**src/rtl/ecc_mon_pkg.sv**
```systemverilog
package ecc_mon_pkg;
   typedef enum logic [1:0] {
      EV_NONE   = 2'd0,
      EV_SINGLE = 2'd1,
      EV_DBL_RD = 2'd2,
      EV_DBL_PW = 2'd3
   } ev_kind_t;

   localparam logic [4:0] OFF_CFG = 5'h00;
   localparam logic [4:0] OFF_STS = 5'h04;
   localparam logic [4:0] OFF_FAR = 5'h08;
   localparam logic [4:0] OFF_FDL = 5'h0C;
   localparam logic [4:0] OFF_FDH = 5'h10;
   localparam logic [4:0] OFF_FEC = 5'h14;

   localparam logic [1:0] SZ_WORD = 2'b10;
   localparam int SLOT_SHIFT = 5;
endpackage

```
**src/rtl/ecc_mon_slot.sv**
```systemverilog
module ecc_mon_slot
   import ecc_mon_pkg::*;
#(
   parameter int DATA_W = 64
) (
   input  logic              clk,
   input  logic              rst_n,
   input  logic              cfg_we,
   input  logic [3:0]        cfg_wdata,
   input  logic              sts_we,
   input  logic [2:0]        sts_wdata,
   input  ev_kind_t          ev_kind,
   input  logic [31:0]       ev_addr,
   input  logic [DATA_W-1:0] ev_data,
   input  logic [31:0]       ev_code,
   input  logic [2:0]        class_en,
   output logic [3:0]        cfg,
   output logic [2:0]        flags,
   output logic [31:0]       far,
   output logic [31:0]       fdl,
   output logic [31:0]       fdh,
   output logic [31:0]       fec,
   output logic              irq_req
);
   logic [2:0] set_vec;
   logic       latch;

   always_comb begin
      set_vec = 3'b000;
      case (ev_kind)
         EV_SINGLE: set_vec = 3'b001;
         EV_DBL_RD: set_vec = 3'b010;
         EV_DBL_PW: set_vec = 3'b100;
         default:   set_vec = 3'b000;
      endcase
   end

   assign latch = cfg[3] && (ev_kind == EV_SINGLE || ev_kind == EV_DBL_RD);

   always_ff @(posedge clk or negedge rst_n) begin
      if (!rst_n) begin
         cfg   <= '0;
         flags <= '0;
         far   <= '0;
         fdl   <= '0;
         fec   <= '0;
      end else begin
         if (cfg_we) cfg <= cfg_wdata;
         flags <= (sts_we ? (flags & sts_wdata) : flags) | set_vec;
         if (latch) begin
            far <= ev_addr;
            fdl <= ev_data[31:0];
            fec <= ev_code;
         end
      end
   end

   generate
      if (DATA_W > 32) begin : g_wide
         always_ff @(posedge clk or negedge rst_n) begin
            if (!rst_n)     fdh <= '0;
            else if (latch) fdh <= ev_data[DATA_W-1:32];
         end
      end else begin : g_narrow
         assign fdh = '0;
      end
   endgenerate

   assign irq_req = |(flags & (class_en | cfg[2:0]));
endmodule

```
**src/rtl/ecc_mon_regif.sv**
```systemverilog
module ecc_mon_regif
   import ecc_mon_pkg::*;
#(
   parameter int NUM_MON = 5,
   parameter int ADDR_W  = 8
) (
   input  logic                       reg_sel,
   input  logic                       reg_wr,
   input  logic [ADDR_W-1:0]          reg_addr,
   input  logic [1:0]                 reg_size,
   input  logic [3:0]                 glob_en,
   input  logic [NUM_MON-1:0][3:0]    cfg_all,
   input  logic [NUM_MON-1:0][2:0]    flags_all,
   input  logic [NUM_MON-1:0][31:0]   far_all,
   input  logic [NUM_MON-1:0][31:0]   fdl_all,
   input  logic [NUM_MON-1:0][31:0]   fdh_all,
   input  logic [NUM_MON-1:0][31:0]   fec_all,
   output logic                       glob_we,
   output logic [NUM_MON-1:0]         cfg_we,
   output logic [NUM_MON-1:0]         sts_we,
   output logic [31:0]                reg_rdata
);
   localparam int SLOT_W = ADDR_W - SLOT_SHIFT;

   logic              word_ok;
   logic              wr_ok;
   logic              rd_ok;
   logic [SLOT_W-1:0] slot;
   logic [4:0]        off;

   assign word_ok = reg_sel && (reg_size == SZ_WORD);
   assign wr_ok   = word_ok && reg_wr;
   assign rd_ok   = word_ok && !reg_wr;
   assign slot    = reg_addr[ADDR_W-1:SLOT_SHIFT];
   assign off     = reg_addr[SLOT_SHIFT-1:0];

   assign glob_we = wr_ok && (slot == '0) && (off == OFF_CFG);

   generate
      for (genvar k = 0; k < NUM_MON; k++) begin : g_dec
         assign cfg_we[k] = wr_ok && (slot == SLOT_W'(k + 1)) && (off == OFF_CFG);
         assign sts_we[k] = wr_ok && (slot == SLOT_W'(k + 1)) && (off == OFF_STS);
      end
   endgenerate

   always_comb begin
      reg_rdata = '0;
      if (rd_ok) begin
         if (slot == '0 && off == OFF_CFG) reg_rdata = {28'b0, glob_en};
         for (int k = 0; k < NUM_MON; k++) begin
            if (slot == SLOT_W'(k + 1)) begin
               case (off)
                  OFF_CFG: reg_rdata = {26'b0, cfg_all[k], 2'b00};
                  OFF_STS: reg_rdata = {29'b0, flags_all[k]};
                  OFF_FAR: reg_rdata = far_all[k];
                  OFF_FDL: reg_rdata = fdl_all[k];
                  OFF_FDH: reg_rdata = fdh_all[k];
                  OFF_FEC: reg_rdata = fec_all[k];
                  default: reg_rdata = '0;
               endcase
            end
         end
      end
   end
endmodule

```
**src/rtl/ecc_event_monitor.sv**
```systemverilog
module ecc_event_monitor
   import ecc_mon_pkg::*;
#(
   parameter int NUM_MON   = 5,
   parameter int ADDR_W    = 8,
   parameter int WIDE_DATA = 1,
   localparam int DATA_W   = (WIDE_DATA != 0) ? 64 : 32
) (
   input  logic                      clk,
   input  logic                      rst_n,
   input  logic                      reg_sel,
   input  logic                      reg_wr,
   input  logic [ADDR_W-1:0]         reg_addr,
   input  logic [1:0]                reg_size,
   input  logic [31:0]               reg_wdata,
   output logic [31:0]               reg_rdata,
   input  logic [2*NUM_MON-1:0]      evt_kind,
   input  logic [32*NUM_MON-1:0]     evt_addr,
   input  logic [DATA_W*NUM_MON-1:0] evt_data,
   input  logic [32*NUM_MON-1:0]     evt_code,
   output logic                      irq
);
   generate
      if (NUM_MON < 1 || (NUM_MON + 1) > (1 << (ADDR_W - SLOT_SHIFT))) begin : g_bad_cfg
         $error("ecc_event_monitor: NUM_MON does not fit the address width");
      end
      if (WIDE_DATA != 0 && WIDE_DATA != 1) begin : g_bad_wide
         $error("ecc_event_monitor: WIDE_DATA must be 0 or 1");
      end
   endgenerate

   logic [3:0]                glob_en;
   logic                      glob_we;
   logic [NUM_MON-1:0]        cfg_we;
   logic [NUM_MON-1:0]        sts_we;
   logic [NUM_MON-1:0][3:0]   cfg_all;
   logic [NUM_MON-1:0][2:0]   flags_all;
   logic [NUM_MON-1:0][31:0]  far_all;
   logic [NUM_MON-1:0][31:0]  fdl_all;
   logic [NUM_MON-1:0][31:0]  fdh_all;
   logic [NUM_MON-1:0][31:0]  fec_all;
   logic [NUM_MON-1:0]        irq_req;
   logic                      unused_wdata;

   assign unused_wdata = ^reg_wdata[31:6];

   always_ff @(posedge clk or negedge rst_n) begin
      if (!rst_n)       glob_en <= '0;
      else if (glob_we) glob_en <= reg_wdata[3:0];
   end

   ecc_mon_regif #(.NUM_MON(NUM_MON), .ADDR_W(ADDR_W)) u_regif (
      .reg_sel   (reg_sel),
      .reg_wr    (reg_wr),
      .reg_addr  (reg_addr),
      .reg_size  (reg_size),
      .glob_en   (glob_en),
      .cfg_all   (cfg_all),
      .flags_all (flags_all),
      .far_all   (far_all),
      .fdl_all   (fdl_all),
      .fdh_all   (fdh_all),
      .fec_all   (fec_all),
      .glob_we   (glob_we),
      .cfg_we    (cfg_we),
      .sts_we    (sts_we),
      .reg_rdata (reg_rdata)
   );

   generate
      for (genvar k = 0; k < NUM_MON; k++) begin : g_slot
         ecc_mon_slot #(.DATA_W(DATA_W)) u_slot (
            .clk       (clk),
            .rst_n     (rst_n),
            .cfg_we    (cfg_we[k]),
            .cfg_wdata (reg_wdata[5:2]),
            .sts_we    (sts_we[k]),
            .sts_wdata (reg_wdata[2:0]),
            .ev_kind   (ev_kind_t'(evt_kind[2*k +: 2])),
            .ev_addr   (evt_addr[32*k +: 32]),
            .ev_data   (evt_data[DATA_W*k +: DATA_W]),
            .ev_code   (evt_code[32*k +: 32]),
            .class_en  (glob_en[3:1]),
            .cfg       (cfg_all[k]),
            .flags     (flags_all[k]),
            .far       (far_all[k]),
            .fdl       (fdl_all[k]),
            .fdh       (fdh_all[k]),
            .fec       (fec_all[k]),
            .irq_req   (irq_req[k])
         );
      end
   endgenerate

   assign irq = glob_en[0] && (|irq_req);
endmodule

```
**config.mk**
```make
export PLATFORM = sky130hd
export DESIGN_NAME = ecc_event_monitor
export DESIGN_NICKNAME = d
export VERILOG_FILES = /design/src/rtl/ecc_mon_pkg.sv /design/src/rtl/ecc_mon_slot.sv /design/src/rtl/ecc_mon_regif.sv /design/src/rtl/ecc_event_monitor.sv
export SDC_FILE = /design/constraint.sdc
export NUM_CORES = 1
export LEC_CHECK = 0
export ABC_AREA = 1
export BUFFER_PORTS_ARGS = -buffer_cell sky130_fd_sc_hd__buf_2
export CORE_UTILIZATION = 40
export CTS_BUF_LIST = sky130_fd_sc_hd__clkbuf_4
export DETAILED_ROUTE_END_ITERATION = 10
export SLEW_MARGIN = 20
export SYNTH_ARGS = -nofsm -noshare
export SYNTH_HDL_FRONTEND = slang
export SYNTH_SLANG_ARGS = --single-unit
```
**constraint.sdc**
```tcl
create_clock -name clk -period 1.7 [get_ports clk]
set_input_delay 0.255 -clock clk [delete_from_list [all_inputs] [get_ports clk]]
set_output_delay 0.255 -clock clk [all_outputs]
set_load 0.05 [all_outputs]
```
==> results of run 1 <==
==> logic make-up after synthesis <==
logic type,share of synthesized area
fa+ha+maj,0.00603
compound gates,0.0496
mux,0.223
simple gates,0.138
buf+inv,0.0374
flops,0.546
==> stage by stage <==
step | worst slack [ps] | hold slack, ps | TNS, ps
after floorplan | -257 | -40.6 | -6870
after global placement | -1140 | 165 | -39840
after detailed placement | -1170 | 167 | -39230
==> metrics.csv, run 1 <==
metric;value;unit
portBuffers;702;
yosysSeqAreaShare;0.546;
yosys_warnings;0;
synth_common_cells;784 x nand2_1, 679 x dfrtp_1, 616 x mux2_2;
cts.sinks;679;
netlist.area_leader.share;0.546;
synth.most_common_cell;nand2_1;
lastStage;clock tree synthesis;
dp_cells;4730;
cts-root-buf;clkbuf_4;
postCtsSetupRepairBufs;5;
dieWidth;281;um
status;did not finish;
syn-mean-instance-area;10.7;sq um
ios;729;
yosysTopAreaCell;dfrtp_1;
syn_nets;3609;
async_reset_ff_frac;1.00;
ctsResizeCount;177;
cts_buffer_depth;3;
hpwl;89900;um
initial_core_util;0.407;
cts_inserted_buffers;183;
yosys-top-cells-area;dfrtp_1 55%, mux2_2 22%, nand2_1 9.5%, nand4_1 2.3%, a21oi_1 2.2%;
cts_hold_buf;1012;
place_area;38600;sq um
synthFlopType;dfrtp_1;
place_congestion;0.940;
ys_ff_latch;679;
error_line;[ERROR RSZ-0060] Max buffer count reached.;
synth_edf_count;0;
die_height;281;um
syn_inst;2898;
synth.distinct_cells;35;
fp-row-count;101;
ctsHtreeMaxLevel;4;
synth_area;31100;sq um
==> run 2: changes to the inputs <==
--- a/config.mk
+++ b/config.mk
@@ -7,9 +7,9 @@
 export LEC_CHECK = 0
 export ABC_AREA = 1
 export BUFFER_PORTS_ARGS = -buffer_cell sky130_fd_sc_hd__buf_2
-export CORE_UTILIZATION = 40
-export CTS_BUF_LIST = sky130_fd_sc_hd__clkbuf_4
+export CORE_UTILIZATION = 25
 export DETAILED_ROUTE_END_ITERATION = 10
+export PLACE_DENSITY_LB_ADDON = 0.15
 export SLEW_MARGIN = 20
 export SYNTH_ARGS = -nofsm -noshare
 export SYNTH_HDL_FRONTEND = slang
==> constraint.sdc (replaced) <==
create_clock -name clk -period 2.2 [get_ports clk]
set_input_delay 0.33 -clock clk [delete_from_list [all_inputs] [get_ports clk]]
set_output_delay 0.33 -clock clk [all_outputs]
set_load 0.05 [all_outputs]
==> run 2 against run 1 <==
  * The flow now finishes, with violations (negative setup slack)
  * Synthesized area unchanged
  * Synthesized cell count stayed put
==> metrics.csv, run 2 <==
metric;value;unit;change
status;finished with violations;;
violations;negative setup slack;;
seqPwrFrac;0.422;;
coreArea;124000;sq um;
reg2reg_to;g_slot[1].u_slot.far[5];;
setup_viol;33;;
synthFlopType;dfrtp_1;;
initial_core_util;0.252;;-0.155
place_congestion;0.855;;-9.1%
max_slew_margin;0.639;;
place_area;39700;sq um;+2.9%
dr.pass1.iters;5;;
cts_tree;built;;
die_height;355;um;+26%
r2r-start;g_slot[1].u_slot.cfg[3];;
num_vias;28000;;
routed_wl;142000;um;
rsz0062_at_grt;true;;
syn-mean-instance-area;10.7;sq um;unchanged
critPathArrivalTime;2390;ps;
clkPwrFrac;0.462;;
worst_pin_slew;541;ps;
synth.most_common_cell;nand2_1;;
drive_gt1_frac;0.430;;
hold_viol;0;;
power_density;638;nW/um^2;
clkLatencyLatePin;670;ps;
syn_to_final_growth;62.5;%;
dp_cells;5338;;+13%
place_ws;-982;ps;+183 ps
worstSetupPathType;in -> out;;
syn_nets;3609;;unchanged
synth.distinct_cells;35;;unchanged
required;1870;ps;
p_sw;7.97;mW;
end_kind;output port;;
netlist.area_leader.share;0.546;;unchanged
hpwl;105000;um;+17%
synth_area;31100;sq um;unchanged
avgViaCountPerCell;4.52;;
path_clk_slew;60;ps;
syn_inst;2898;;unchanged
yosys-top-cells-area;dfrtp_1 55%, mux2_2 22%, nand2_1 9.5%, nand4_1 2.3%, a21oi_1 2.2%;;
cts.sinks;679;;unchanged
grt_first_pass_wirelength;204000;um;
cts_buffer_depth;3;;unchanged
nNetsFinal;5183;;
finClkSkew;20.7;ps;
drc;0;;
cts_inserted_buffers;86;;-53%
ctsHtreeMaxLevel;3;;-1
period_needed;2720;ps;
grt_overflow_total;0;;
cp_max_fo;8;;
portBuffers;702;;unchanged
layout_common_cells;708 x nand2_1, 677 x dfrtp_1, 665 x buf_2;;
fin_area;50600;sq um;
ys_ff_latch;679;;unchanged
synth_common_cells;784 x nand2_1, 679 x dfrtp_1, 616 x mux2_2;;
ant_nets;0;;
clock.fmax;368;MHz;
internal-power;24.3;mW;
async_reset_ff_frac;1.00;;unchanged
yosys_warnings;0;;unchanged
dieWidth;355;um;+26%
ios;729;;unchanged
antenna_found_initial;27;;
drv_slew;0;;
wl_per_cell;22.9;um;
cp-start-kind;primary input;;
synth_edf_count;0;;unchanged
switching_share;0.247;;
cts-root-buf;clkbuf_16;;
grt_pass1_vias;30200;;
r2r_slack;590;ps;
yosysTopAreaCell;dfrtp_1;;
drt_iter0_drc;1471;;
startpoint;reg_addr[1];;
fin_crit_sh;1.24;;
endpoint;reg_rdata[16];;
grt_max_degree;84;;
grt_use_total;0.223;;
comb_power_share;0.116;;
fp-row-count;129;;+28%
vdd_ir_drop_max;0.530;mV;
p_leak;25.0;nW;
layout.cells.non_filler;6188;;
yosysSeqAreaShare;0.546;;unchanged
fin_ws;-519;ps;
cap_violations;0;;
layout_commonest_cell;nand2_1;;
die_area;126000;sq um;
worstRegToRegCells;3;;
hold_path.class;in -> reg;;
fill_cells;12200;;
## run 2: cell counts after synthesis
Identical to the previous run, type by type.
## run 2: power groups by stage
stage | logic, mW | registers [mW] | clock network (mW)
after floorplan | 0.984 | 13.6 | 0
final | 3.74 | 13.6 | 14.9
after global routing | 4.03 | 13.7 | 15.8
after global placement | 2.68 | 13.8 | 0
after CTS | 3.79 | 13.6 | 15.3
after detailed placement | 2.70 | 13.8 | 0
## run 2: worst max-delay path, cell delays in order
cell and delay (ps):
buf_6 100, nor2_4 150, buf_12 140, nand2_4 50
nor2_4 120, buf_6 140, buf_16 180, buf_12 160
buf_4 100, nand2_1 40, nand4_1 240, nand2_2 120
nand2_2 100, nand2_2 70, a21oi_4 150, buf_12 150
## run 2: cells by family (layout without fill, tap and decap cells)
group / count (synthesis) / after routing / share of synthesized area
compound gates: 283 / 283 / 0.0496
fa+ha+maj: 15 / 15 / 0.00603
buf+inv: 263 / 1903 / 0.0374
flops: 679 / 679 / 0.546
mux: 616 / 616 / 0.223
other cells: 0 / 13 / 0
simple gates: 1042 / 1042 / 0.138
## run 2: how the worst min path moves through the flow
stage / from / to / depth (start not counted)
final: evt_kind[9] / g_slot[4].u_slot.flags[2] / 3
after global placement: rst_n / g_slot[3].u_slot.far[11] / 1
after detailed placement: rst_n / g_slot[3].u_slot.far[11] / 1
after floorplan: rst_n / g_slot[0].u_slot.cfg[0] / 0
after global routing: evt_kind[9] / g_slot[4].u_slot.flags[2] / 3
after CTS: evt_kind[9] / g_slot[4].u_slot.flags[2] / 3
## run 2: final cells by class
| class | count | area, sq um | area share |
|---|---|---|---|
| Antenna cell | 13 | 32.5 | 0.000643 |
| Inverter | 96 | 393 | 0.00777 |
| Clock inverter | 32 | 472 | 0.00933 |
| Sequential cell | 679 | 17000 | 0.336 |
| Clock buffer | 122 | 2490 | 0.0492 |
| Timing Repair inverter | 1 | 6.26 | 0.000124 |
| Timing Repair Buffer | 1652 | 14100 | 0.279 |
| Tap cell | 1637 | 2050 | 0.0405 |
| Multi-Input combinational cell | 1956 | 14000 | 0.277 |
## run 2: layer usage
metal | wire length (um) | up-vias | track usage
li1 | - | 13100 | -
met1 | 59900 | 14000 | 0.276
met5 | 98 | - | 0
met4 | 5740 | 16 | 0.0884
met2 | 70900 | 714 | 0.389
met3 | 5360 | 250 | 0.0317
## run 2: repair_timing
item / 4_1_cts / 5_1_grt
endpoints found under the hold margin: 847 / 0
setup buffers: 32 / 4
cloned: 10 / 0
hold buffers: 647 / 0
setup endpoints to repair: 33 / 33
pin swaps: 79 / 69
resized for setup: 217 / 69
## run 2: stage by stage
stage                      util  total power [mW]  hold WS (ps)  TNS [ps]
after floorplan               -              14.6          34.4     -45.4
after global placement    0.321              16.5           260    -22920
after detailed placement  0.321              16.5           257    -22750
after CTS                 0.408              32.7          1.63    -15960
after global routing      0.409              33.5          54.7    -16690
final                     0.409              32.2          46.2    -14380
(Power assumes the default switching activity.)
